**src/rtl/acc_extract_pkg.sv**
```systemverilog
`timescale 1ns/1ps
package acc_extract_pkg;

  typedef enum logic [2:0] {
    OP_NOP      = 3'd0,
    OP_LOAD_LO  = 3'd1,
    OP_LOAD_HI  = 3'd2,
    OP_EXTR     = 3'd3,
    OP_EXTR_DEC = 3'd4,
    OP_MOVE_LH  = 3'd5,
    OP_CTRL_WR  = 3'd6,
    OP_RSVD     = 3'd7
  } op_e;

  localparam int CTRL_W       = 32;
  localparam int POS_LSB      = 0;
  localparam int POS_W        = 6;
  localparam int SCNT_LSB     = 7;
  localparam int SCNT_W       = 6;
  localparam int CARRY_BIT    = 13;
  localparam int EFAIL_BIT    = 14;
  localparam int OVF_ACC_LSB  = 16;
  localparam int OVF_KIND_LSB = 20;
  localparam int NUM_KIND     = 4;

  localparam logic [CTRL_W-1:0] CTRL_MASK = 32'h00FF_7FBF;

endpackage

```
**src/rtl/acc_bank.sv**
```systemverilog
`timescale 1ns/1ps
module acc_bank #(
  parameter int N_ACC = 4,
  parameter int ACC_W = 64,
  localparam int SEL_W  = $clog2(N_ACC),
  localparam int HALF_W = ACC_W / 2
) (
  input  logic              clk_i,
  input  logic              rst_ni,
  input  logic              wr_lo_i,
  input  logic              wr_hi_i,
  input  logic              move_i,
  input  logic [SEL_W-1:0]  sel_i,
  input  logic [HALF_W-1:0] data_i,
  output logic [ACC_W-1:0]  rd_o
);

  logic [ACC_W-1:0] acc_q [N_ACC];

  for (genvar g = 0; g < N_ACC; g++) begin : g_acc
    logic hit;
    assign hit = (sel_i == SEL_W'(g));

    always_ff @(posedge clk_i or negedge rst_ni) begin
      if (!rst_ni) begin
        acc_q[g] <= '0;
      end else if (hit) begin
        if (move_i) begin
          acc_q[g] <= {acc_q[g][HALF_W-1:0], data_i};
        end else if (wr_lo_i) begin
          acc_q[g][HALF_W-1:0] <= data_i;
        end else if (wr_hi_i) begin
          acc_q[g][ACC_W-1:HALF_W] <= data_i;
        end
      end
    end
  end

  assign rd_o = acc_q[sel_i];

endmodule

```
**src/rtl/field_extract.sv**
```systemverilog
`timescale 1ns/1ps
module field_extract #(
  parameter int ACC_W = 64,
  parameter int RES_W = 32,
  localparam int POS_W  = $clog2(ACC_W),
  localparam int SIZE_W = $clog2(RES_W)
) (
  input  logic [ACC_W-1:0]  acc_i,
  input  logic [POS_W-1:0]  pos_i,
  input  logic [SIZE_W-1:0] size_i,
  output logic [RES_W-1:0]  field_o,
  output logic              fail_o,
  output logic [POS_W-1:0]  pos_dec_o
);

  localparam logic [SIZE_W-1:0] TOP_IDX = SIZE_W'(RES_W - 1);

  logic [POS_W-1:0]  base;
  logic [SIZE_W-1:0] mask_sh;
  logic [RES_W-1:0]  low_bits;
  logic [RES_W-1:0]  mask;

  assign fail_o   = pos_i < POS_W'(size_i);
  assign base     = pos_i - POS_W'(size_i);
  assign low_bits = RES_W'(acc_i >> base);
  assign mask_sh  = TOP_IDX - size_i;
  assign mask     = {RES_W{1'b1}} >> mask_sh;
  assign field_o  = fail_o ? '0 : (low_bits & mask);
  // field length is size+1
  assign pos_dec_o = base - POS_W'(1);

endmodule

```
**src/rtl/ctrl_reg.sv**
```systemverilog
`timescale 1ns/1ps
module ctrl_reg
  import acc_extract_pkg::*;
#(
  parameter int N_ACC = 4
) (
  input  logic              clk_i,
  input  logic              rst_ni,
  input  logic              wr_i,
  input  logic [CTRL_W-1:0] wr_data_i,
  input  logic              pos_ld_i,
  input  logic [POS_W-1:0]  pos_nxt_i,
  input  logic              efail_ld_i,
  input  logic              efail_i,
  input  logic [N_ACC-1:0]  ovf_acc_i,
  input  logic [NUM_KIND-1:0] ovf_kind_i,
  input  logic              carry_we_i,
  input  logic              carry_i,
  output logic [CTRL_W-1:0] ctrl_o
);

  logic [CTRL_W-1:0] ctrl_q, ctrl_d;

  always_comb begin
    ctrl_d = ctrl_q;
    if (wr_i) begin
      ctrl_d = wr_data_i & CTRL_MASK;
    end else begin
      if (pos_ld_i)   ctrl_d[POS_LSB +: POS_W] = pos_nxt_i;
      if (efail_ld_i) ctrl_d[EFAIL_BIT]        = efail_i;
      if (carry_we_i) ctrl_d[CARRY_BIT]        = carry_i;
      ctrl_d[OVF_ACC_LSB  +: N_ACC]    = ctrl_q[OVF_ACC_LSB  +: N_ACC]    | ovf_acc_i;
      ctrl_d[OVF_KIND_LSB +: NUM_KIND] = ctrl_q[OVF_KIND_LSB +: NUM_KIND] | ovf_kind_i;
    end
  end

  always_ff @(posedge clk_i or negedge rst_ni) begin
    if (!rst_ni) ctrl_q <= '0;
    else         ctrl_q <= ctrl_d;
  end

  assign ctrl_o = ctrl_q;

endmodule

```
**src/rtl/acc_extract_unit.sv**
```systemverilog
`timescale 1ns/1ps
module acc_extract_unit
  import acc_extract_pkg::*;
#(
  parameter int N_ACC = 4,
  parameter int ACC_W = 64,
  parameter int RES_W = 32,
  localparam int SEL_W  = $clog2(N_ACC),
  localparam int SIZE_W = $clog2(RES_W),
  localparam int HALF_W = ACC_W / 2
) (
  input  logic              clk_i,
  input  logic              rst_ni,
  input  logic              cmd_valid_i,
  input  logic [2:0]        cmd_op_i,
  input  logic [SEL_W-1:0]  cmd_acc_i,
  input  logic [SIZE_W-1:0] cmd_size_i,
  input  logic [HALF_W-1:0] cmd_data_i,
  input  logic [N_ACC-1:0]  ovf_acc_i,
  input  logic [3:0]        ovf_kind_i,
  input  logic              carry_we_i,
  input  logic              carry_i,
  output logic              res_valid_o,
  output logic [RES_W-1:0]  res_data_o,
  output logic              res_efail_o,
  output logic [31:0]       ctrl_o
);

  op_e op;
  logic do_lo, do_hi, do_ext, do_dec, do_mv, do_cw;
  logic [ACC_W-1:0]  acc_rd;
  logic [RES_W-1:0]  field;
  logic              fail;
  logic [POS_W-1:0]  pos, pos_dec, pos_nxt;
  logic [CTRL_W-1:0] ctrl;

  assign op     = op_e'(cmd_op_i);
  assign do_lo  = cmd_valid_i && (op == OP_LOAD_LO);
  assign do_hi  = cmd_valid_i && (op == OP_LOAD_HI);
  assign do_dec = cmd_valid_i && (op == OP_EXTR_DEC);
  assign do_ext = cmd_valid_i && ((op == OP_EXTR) || (op == OP_EXTR_DEC));
  assign do_mv  = cmd_valid_i && (op == OP_MOVE_LH);
  assign do_cw  = cmd_valid_i && (op == OP_CTRL_WR);

  assign pos = ctrl[POS_LSB +: POS_W];

  acc_bank #(.N_ACC(N_ACC), .ACC_W(ACC_W)) u_bank (
    .clk_i   (clk_i),
    .rst_ni  (rst_ni),
    .wr_lo_i (do_lo),
    .wr_hi_i (do_hi),
    .move_i  (do_mv),
    .sel_i   (cmd_acc_i),
    .data_i  (cmd_data_i),
    .rd_o    (acc_rd)
  );

  field_extract #(.ACC_W(ACC_W), .RES_W(RES_W)) u_fx (
    .acc_i     (acc_rd),
    .pos_i     (pos),
    .size_i    (cmd_size_i),
    .field_o   (field),
    .fail_o    (fail),
    .pos_dec_o (pos_dec)
  );

  assign pos_nxt = do_mv ? (pos + POS_W'(HALF_W)) : pos_dec;

  ctrl_reg #(.N_ACC(N_ACC)) u_ctrl (
    .clk_i      (clk_i),
    .rst_ni     (rst_ni),
    .wr_i       (do_cw),
    .wr_data_i  (CTRL_W'(cmd_data_i)),
    .pos_ld_i   (do_mv || (do_dec && !fail)),
    .pos_nxt_i  (pos_nxt),
    .efail_ld_i (do_ext),
    .efail_i    (fail),
    .ovf_acc_i  (ovf_acc_i),
    .ovf_kind_i (ovf_kind_i),
    .carry_we_i (carry_we_i),
    .carry_i    (carry_i),
    .ctrl_o     (ctrl)
  );

  always_ff @(posedge clk_i or negedge rst_ni) begin
    if (!rst_ni) begin
      res_valid_o <= 1'b0;
      res_data_o  <= '0;
      res_efail_o <= 1'b0;
    end else begin
      res_valid_o <= do_ext;
      if (do_ext) begin
        res_data_o  <= field;
        res_efail_o <= fail;
      end
    end
  end

  assign ctrl_o = ctrl;

endmodule

```
**config.mk**
```make
export PLATFORM = sky130hd
export DESIGN_NAME = acc_extract_unit
export DESIGN_NICKNAME = d
export VERILOG_FILES = /design/src/rtl/acc_extract_pkg.sv /design/src/rtl/acc_bank.sv /design/src/rtl/field_extract.sv /design/src/rtl/ctrl_reg.sv /design/src/rtl/acc_extract_unit.sv
export SDC_FILE = /design/constraint.sdc
export NUM_CORES = 1
export LEC_CHECK = 0
export BUFFER_PORTS_ARGS = -buffer_cell sky130_fd_sc_hd__buf_2
export CORE_MARGIN = 5
export CORE_UTILIZATION = 40
export CTS_BUF_LIST = sky130_fd_sc_hd__clkbuf_8 sky130_fd_sc_hd__clkbuf_16
export DETAILED_ROUTE_END_ITERATION = 10
export PLACE_DENSITY = 0.66
export SYNTH_ARGS = -nofsm -noshare
export SYNTH_HDL_FRONTEND = slang
export SYNTH_HIERARCHICAL = 1
export SYNTH_SLANG_ARGS = --single-unit
```
**constraint.sdc**
```tcl
create_clock -name clk_i -period 4.6 [get_ports clk_i]
set_clock_uncertainty 0.2 [all_clocks]
set_input_delay 0 -clock clk_i [delete_from_list [all_inputs] [get_ports clk_i]]
set_output_delay 0 -clock clk_i [all_outputs]
set_load 0.005 [all_outputs]
```
### Word level (Yosys, flattened, before mapping)

Index checks and enable logic that the tools add are counted.

* $add $sub $neg: 4
* magnitude comparators: 2
* equal/unequal tests: 10
* shifts and indexed selects: 2
* multiplexer cells: 18
* bitwise operators: 4
* reductions and logical operators: 24

Operator list (count)
* two-way mux 64 bit: 6
* binary-select mux 64 bit (select 2 bit): 1
* two-way mux 32 bit: 4
* >> shifter 64 x 6 -> 32 bit: 1
* AND 32 bit: 1
* >> shifter 32 x 5 -> 32 bit (first input constant): 1
* two-way mux 6 bit: 3
* AND reduction 3 bit: 4
* nonzero test 2 bit: 5
* equality test 3 bit (second input constant): 3
* two-way mux 8 bit: 1
* bitwise OR 4 bit: 2
* AND reduction 2 bit: 4
* logical AND 1 bit: 7
* adder 6 bit (second input constant): 1
* equality test 3 x 2 -> 1 bit (second input constant): 2
* less-than comparator 6 x 5 -> 1 bit: 1
* subtractor 6 x 1 -> 6 bit (second input constant): 1
* subtractor 6 x 5 -> 6 bit: 1
* subtractor 5 bit (first input constant): 1
* equality test 2 bit (second input constant): 2
* equality test 3 x 1 -> 1 bit (second input constant): 1
* greater-or-equal comparator 3 bit (second input constant): 1
* inverter 2 -> 3 bit: 1
* other kinds (7): 9

* register bits after elaboration: 312

### Logic depth before layout (Yosys ltp)

* word-level depth: 7
* mapped depth: 15
* mapped depth without buffers: 13

### Cells and area by module

The synthesis kept the hierarchy.

Modules (own cells, without submodules)
* acc_bank: instances 1, cells each 938, area an instance 12590.8 um^2, sequential area each 6406.1 um^2
* field_extract: instances 1, cells each 544, area an instance 4586.9 um^2, sequential area each 0.0 um^2
* acc_extract_unit: instances 1, cells each 90, area an instance 1541.5 um^2, sequential area each 850.8 um^2
* ctrl_reg: instances 1, cells each 92, area an instance 1042.2 um^2, sequential area each 550.5 um^2

### Worst setup path after synthesis

OpenSTA, ideal clock, no wires.

* kind: reg2reg
* start: reg u_ctrl.ctrl_q[0] (netlist: u_ctrl/ctrl_o[0])
* end: reg res_data_o[3]
* library setup time: 0.125 ns
* arrival time: 3.052 ns
* data required time: 4.275 ns
* slack: 1.223 ns
* cell stages (with the launch flop): 14
* buffers on the path: 2
* period minus slack after synthesis: 3.377 ns
* cell sequence: dfrtp_1 inv_1 ha_1 inv_1 fa_1 buf_2 buf_4 mux4_2 nand2_1 o21ai_0 mux4_2 mux2i_1 a211oi_1 mux2_4

* word-level cells in the longest chain between the ends: 4
* elaborated cells between the ends (all ways): 5

Ends and longest elaborated chain
* start: declaration: RTL line ctrl_reg.sv:22 `logic [CTRL_W-1:0] ctrl_q, ctrl_d;`
* start signal: assignment: RTL line ctrl_reg.sv:39 `else ctrl_q <= ctrl_d;`
* subtractor 6 x 5 -> 6 bit: RTL line field_extract.sv:24 `assign base = pos_i - POS_W'(size_i);`
* >> shifter 64 x 6 -> 32 bit: RTL line field_extract.sv:25 `assign low_bits = RES_W'(acc_i >> base);`
* AND 32 bit: RTL line field_extract.sv:28 `assign field_o = fail_o ? '0 : (low_bits & mask);`
* two-way mux 32 bit *: RTL line field_extract.sv:28
* named net field[3]: RTL line acc_extract_unit.sv:32 `logic [RES_W-1:0] field;`
* end signal: assignment: RTL line acc_extract_unit.sv:93 `res_data_o <= field;`
* end: declaration: RTL line acc_extract_unit.sv:24 `output logic [RES_W-1:0] res_data_o,`

Mark *: on every way through the listed nets, which the timed path passes. The rest lies on a longest branch.
A chain may end at the register's enable or synchronous reset.

### Worst setup path after layout

* start: reg u_ctrl.ctrl_q[0] (netlist: u_ctrl/ctrl_o[0])
* end: reg u_ctrl.ctrl_q[0] (netlist: u_ctrl/ctrl_o[0])

* word-level cells in the longest chain between the ends: 5
* elaborated cells between the ends (all ways): 11

Ends and longest elaborated chain
* less-than comparator 6 x 5 -> 1 bit: RTL line field_extract.sv:23 `assign fail_o = pos_i < POS_W'(size_i);`
* named net fail: RTL line acc_extract_unit.sv:33 `logic fail;`
* logical NOT 1 bit: RTL line acc_extract_unit.sv:74 `.pos_ld_i (do_mv || (do_dec && !fail)),`
* logical AND 1 bit: RTL line acc_extract_unit.sv:74
* logical OR 1 bit: RTL line acc_extract_unit.sv:74
* nonzero test 2 bit (no line)

The timed path passes the listed nets, and every way through them passes these cells. The select of a mux whose other input is x is not followed.

==> results.json <==
{
  "status": "completed",
  "arrival_ns": 4.12,
  "cp-end-kind": "flop",
  "vias_per_cell": 5.68,
  "synth-edff-count": 0,
  "max_cap_viol_count": 0,
  "critical_path_class": "reg -> reg",
  "clock_sinks": 312,
  "crit_buf_inv": 4,
  "setup_ws_ns": 0.669,
  "synth_area_mm2": 0.0198,
  "routed_wl_um": 55200,
  "setup_viol": 0,
  "vdd_drop_max_uv": 399,
  "crit_fanout": 10,
  "syn_to_final_growth_pct": 14.8,
  "rows": 81,
  "grt_pass1_vias": 14587,
  "path_clk_slew_ns": 0.05,
  "cts-buffers-inserted": 37,
  "cpPeakStageDelay_ns": 0.82,
  "final_cell_area_mm2": 0.0227,
  "fin_total_pwr_mw": 16.2,
  "critPathRequiredTime_ns": 4.79,
  "fp.dieH_um": 232,
  "start_kind": "flop",
  "root_buffer": "clkbuf_16",
  "die_width_um": 232,
  "nets": 1860,
  "antenna_found_initial": 2,
  "initial_utilization": 0.404,
  "p_per_area_mw_per_mm2": 713,
  "synth_top_area_frac": 0.395,
  "yosysSeqAreaShare": 0.395,
  "relSlewSlack": 0.273,
  "drt_first_pass_iters": 6,
  "slew_viol_final": 0,
  "worst_slew_pin_slew_ns": 1.09,
  "critical-path-top-delay-family": "buffers and inverters",
  "finalCritPeriodShare": 0.855,
  "grt_setup_unrepaired": "no",
  "port_buffers": 110,
  "diodes": 0,
  "ant_nets": 0,
  "synthTopCellsByArea": "dfrtp_1, mux4_2, mux2i_1",
  "fmax_mhz": 254,
  "synth_ff_type": "dfrtp_1",
  "cp_common_cell": "inv_1",
  "wl_per_cell_um": 22.2,
  "grt_start_max_net_pins": 92,
  "via_count": 14122,
  "path_cells": "inv_1 -> ha_4 -> inv_1 -> fa_2 -> a21o_1 -> a21o_1 -> a211o_1 -> inv_1 -> nor2b_1 -> nor3_1 -> dlygate4sd3_1 -> mux2i_1 -> o21ai_0",
  "leakagePower_nw": 10.1,
  "ys_warn_count": 6,
  "post_dp_cell_area_mm2": 0.0208,
  "fillers": 4447,
  "async_reset_ff_frac": 1.00,
  "ios": 121,
  "synth.distinct_cells": 75,
  "place.gp.congestion": 0.979,
  "route.detailed.drc": 0,
  "die_area_mm2": 0.0539,
  "syn_inst": 1664,
  "clk_latency_ns": 0.55,
  "period_minus_slack_ns": 3.93,
  "drive_gt1_frac": 0.301,
  "grt_pass1_wl_um": 86300,
  "synth_area_per_cell_um2": 11.9,
  "htreeDepth": 2,
  "synth_top_area_cell": "dfrtp_1",
  "regArea_mm2": 0.00781,
  "drt-initial-drc-count": 1229,
  "grt_util_all_layers": 0.202,
  "multi_input_area_mm2": 0.0106,
  "hold_viol": 0,
  "place_ws_ns": 0.816,
  "clk_path_buf_depth": 3,
  "core_area_mm2": 0.0490,
  "yosys_register_bits": 312,
  "hpwlAfterDp_um": 37300,
  "hp-class": "in -> reg",
  "grt_overflow": 0,
  "slowest_stage": "dlygate4sd3_1",
  "cts_tree": "yes",
  "fin_setup_tns_ns": 0
}
==> path summary, 6_finish.rpt <==
kind	startpoint	endpoint	slack, ns	cells after the start
worst max-delay path	u_ctrl/ctrl_o[0]	u_ctrl/ctrl_o[0]	0.67	13
worst min-delay path	cmd_valid_i	res_valid_o	0.07	4
worst max register to register	u_ctrl/ctrl_o[0]	u_ctrl/ctrl_o[0]	0.67	13
worst min register to register	res_efail_o	res_efail_o	0.30	1
max in group asynchronous	rst_ni	u_bank/acc_q[41]	3.01	4
min in group asynchronous	rst_ni	res_data_o[8]	0.51	4
==> per-stage QoR <==
step                      utilization  instances  hold slack [ns]
after global routing            0.463       2488           0.0973
after global placement          0.425       2360           -0.161
after floorplan                     -       1673           -0.496
after CTS                       0.463       2488           0.0371
after detailed placement        0.425       2360           -0.159
final                           0.463       2488           0.0665
==> synth_stat cells, types with 5 or more instances <==
| master | count |
|---|---|
| and3_1 | 5 |
| nand2_1 | 116 |
| buf_4 | 37 |
| o211ai_1 | 11 |
| ha_1 | 6 |
| a211oi_1 | 17 |
| buf_12 | 5 |
| nor2_1 | 29 |
| xnor2_1 | 6 |
| mux2_4 | 95 |
| inv_1 | 142 |
| nor4_1 | 5 |
| mux4_2 | 117 |
| o21a_1 | 5 |
| nand3_1 | 17 |
| nand4_1 | 7 |
| mux2_1 | 7 |
| nor2b_1 | 35 |
| o2111ai_1 | 5 |
| a21o_1 | 6 |
| buf_2 | 42 |
| o21ai_0 | 28 |
| dfrtp_1 | 312 |
| a21oi_1 | 148 |
| mux2i_1 | 225 |
| buf_6 | 13 |
| o22ai_1 | 5 |
| clkbuf_1 | 31 |
| nand2b_1 | 7 |
| mux2_2 | 94 |
| nor3_1 | 6 |
==> per-layer routing <==
metal / share of wire / track usage
met2: 0.47 / 0.329
met1: 0.45 / 0.283
met5: 0.00049 / 0
met3: 0.055 / 0.0262
met4: 0.030 / 0.0639
==> power by group <==
| group | leakage [nW] | internal, mW | total (mW) | switching [mW] |
|---|---|---|---|---|
| sequential | 3.69 | 3.51 | 4.05 | 0.538 |
| clock | 0.654 | 1.85 | 3.02 | 1.17 |
| combinational | 5.74 | 4.14 | 9.12 | 4.99 |
| total | 10.1 | 9.49 | 16.2 | 6.69 |
==> worst reg2reg max path: stages, from the launching register on <==
cell           delay (ns)
dfrtp_1              0.39
inv_1                0.09
ha_4                 0.16
inv_1                0.06
fa_2                 0.33
a21o_1               0.17
a21o_1               0.24
a211o_1              0.39
inv_1                0.10
nor2b_1              0.14
nor3_1               0.37
dlygate4sd3_1        0.82
mux2i_1              0.22
o21ai_0              0.09
==> logic make-up after synthesis <==
family | synth area share
other cells | 0.000190
flops | 0.395
buf+inv | 0.0725
xor+xnor | 0.00532
simple gates | 0.0602
compound gates | 0.0848
fa+ha+maj | 0.00481
mux | 0.377
==> flip-flops by register name, summed over array words and instances (netlist names) <==
name           count
res_efail_o        1
res_valid_o        1
res_data_o        32
u_bank/acc_q     256
u_ctrl/ctrl_o     22
==> area by class of cell <==
cell class | instances | share of cell area
multi-input combinational | 1085 | 0.469
sequential | 312 | 0.344
timing repair buffer | 219 | 0.0709
clock buffer | 45 | 0.0467
tap | 664 | 0.0366
inverter | 143 | 0.0238
clock inverter | 20 | 0.00855
==> cell usage in the layout, fill, tap and decap left out, types with 10 or more instances in the layout <==
| cell type | count |
|---|---|
| dlygate4sd3_1 | 62 |
| nor2b_1 | 35 |
| a21oi_1 | 148 |
| a211oi_1 | 16 |
| clkbuf_16 | 39 |
| mux2_4 | 95 |
| mux4_2 | 117 |
| o211ai_1 | 11 |
| inv_1 | 151 |
| nand2_1 | 116 |
| dfrtp_1 | 312 |
| o21ai_0 | 28 |
| buf_2 | 107 |
| nand3_1 | 17 |
| buf_4 | 44 |
| mux2i_1 | 225 |
| conb_1 | 10 |
| mux2_2 | 94 |
| nor2_1 | 27 |
==> timing repair <==
| action | CTS | global route |
|---|---|---|
| hold buffers | 63 | 0 |
| hold endpoints to repair | 554 | 0 |
| gates resized for setup | 0 | 0 |
| buffers inserted | 0 | 0 |
No activity file was read; power rests on OpenSTA's default activity.
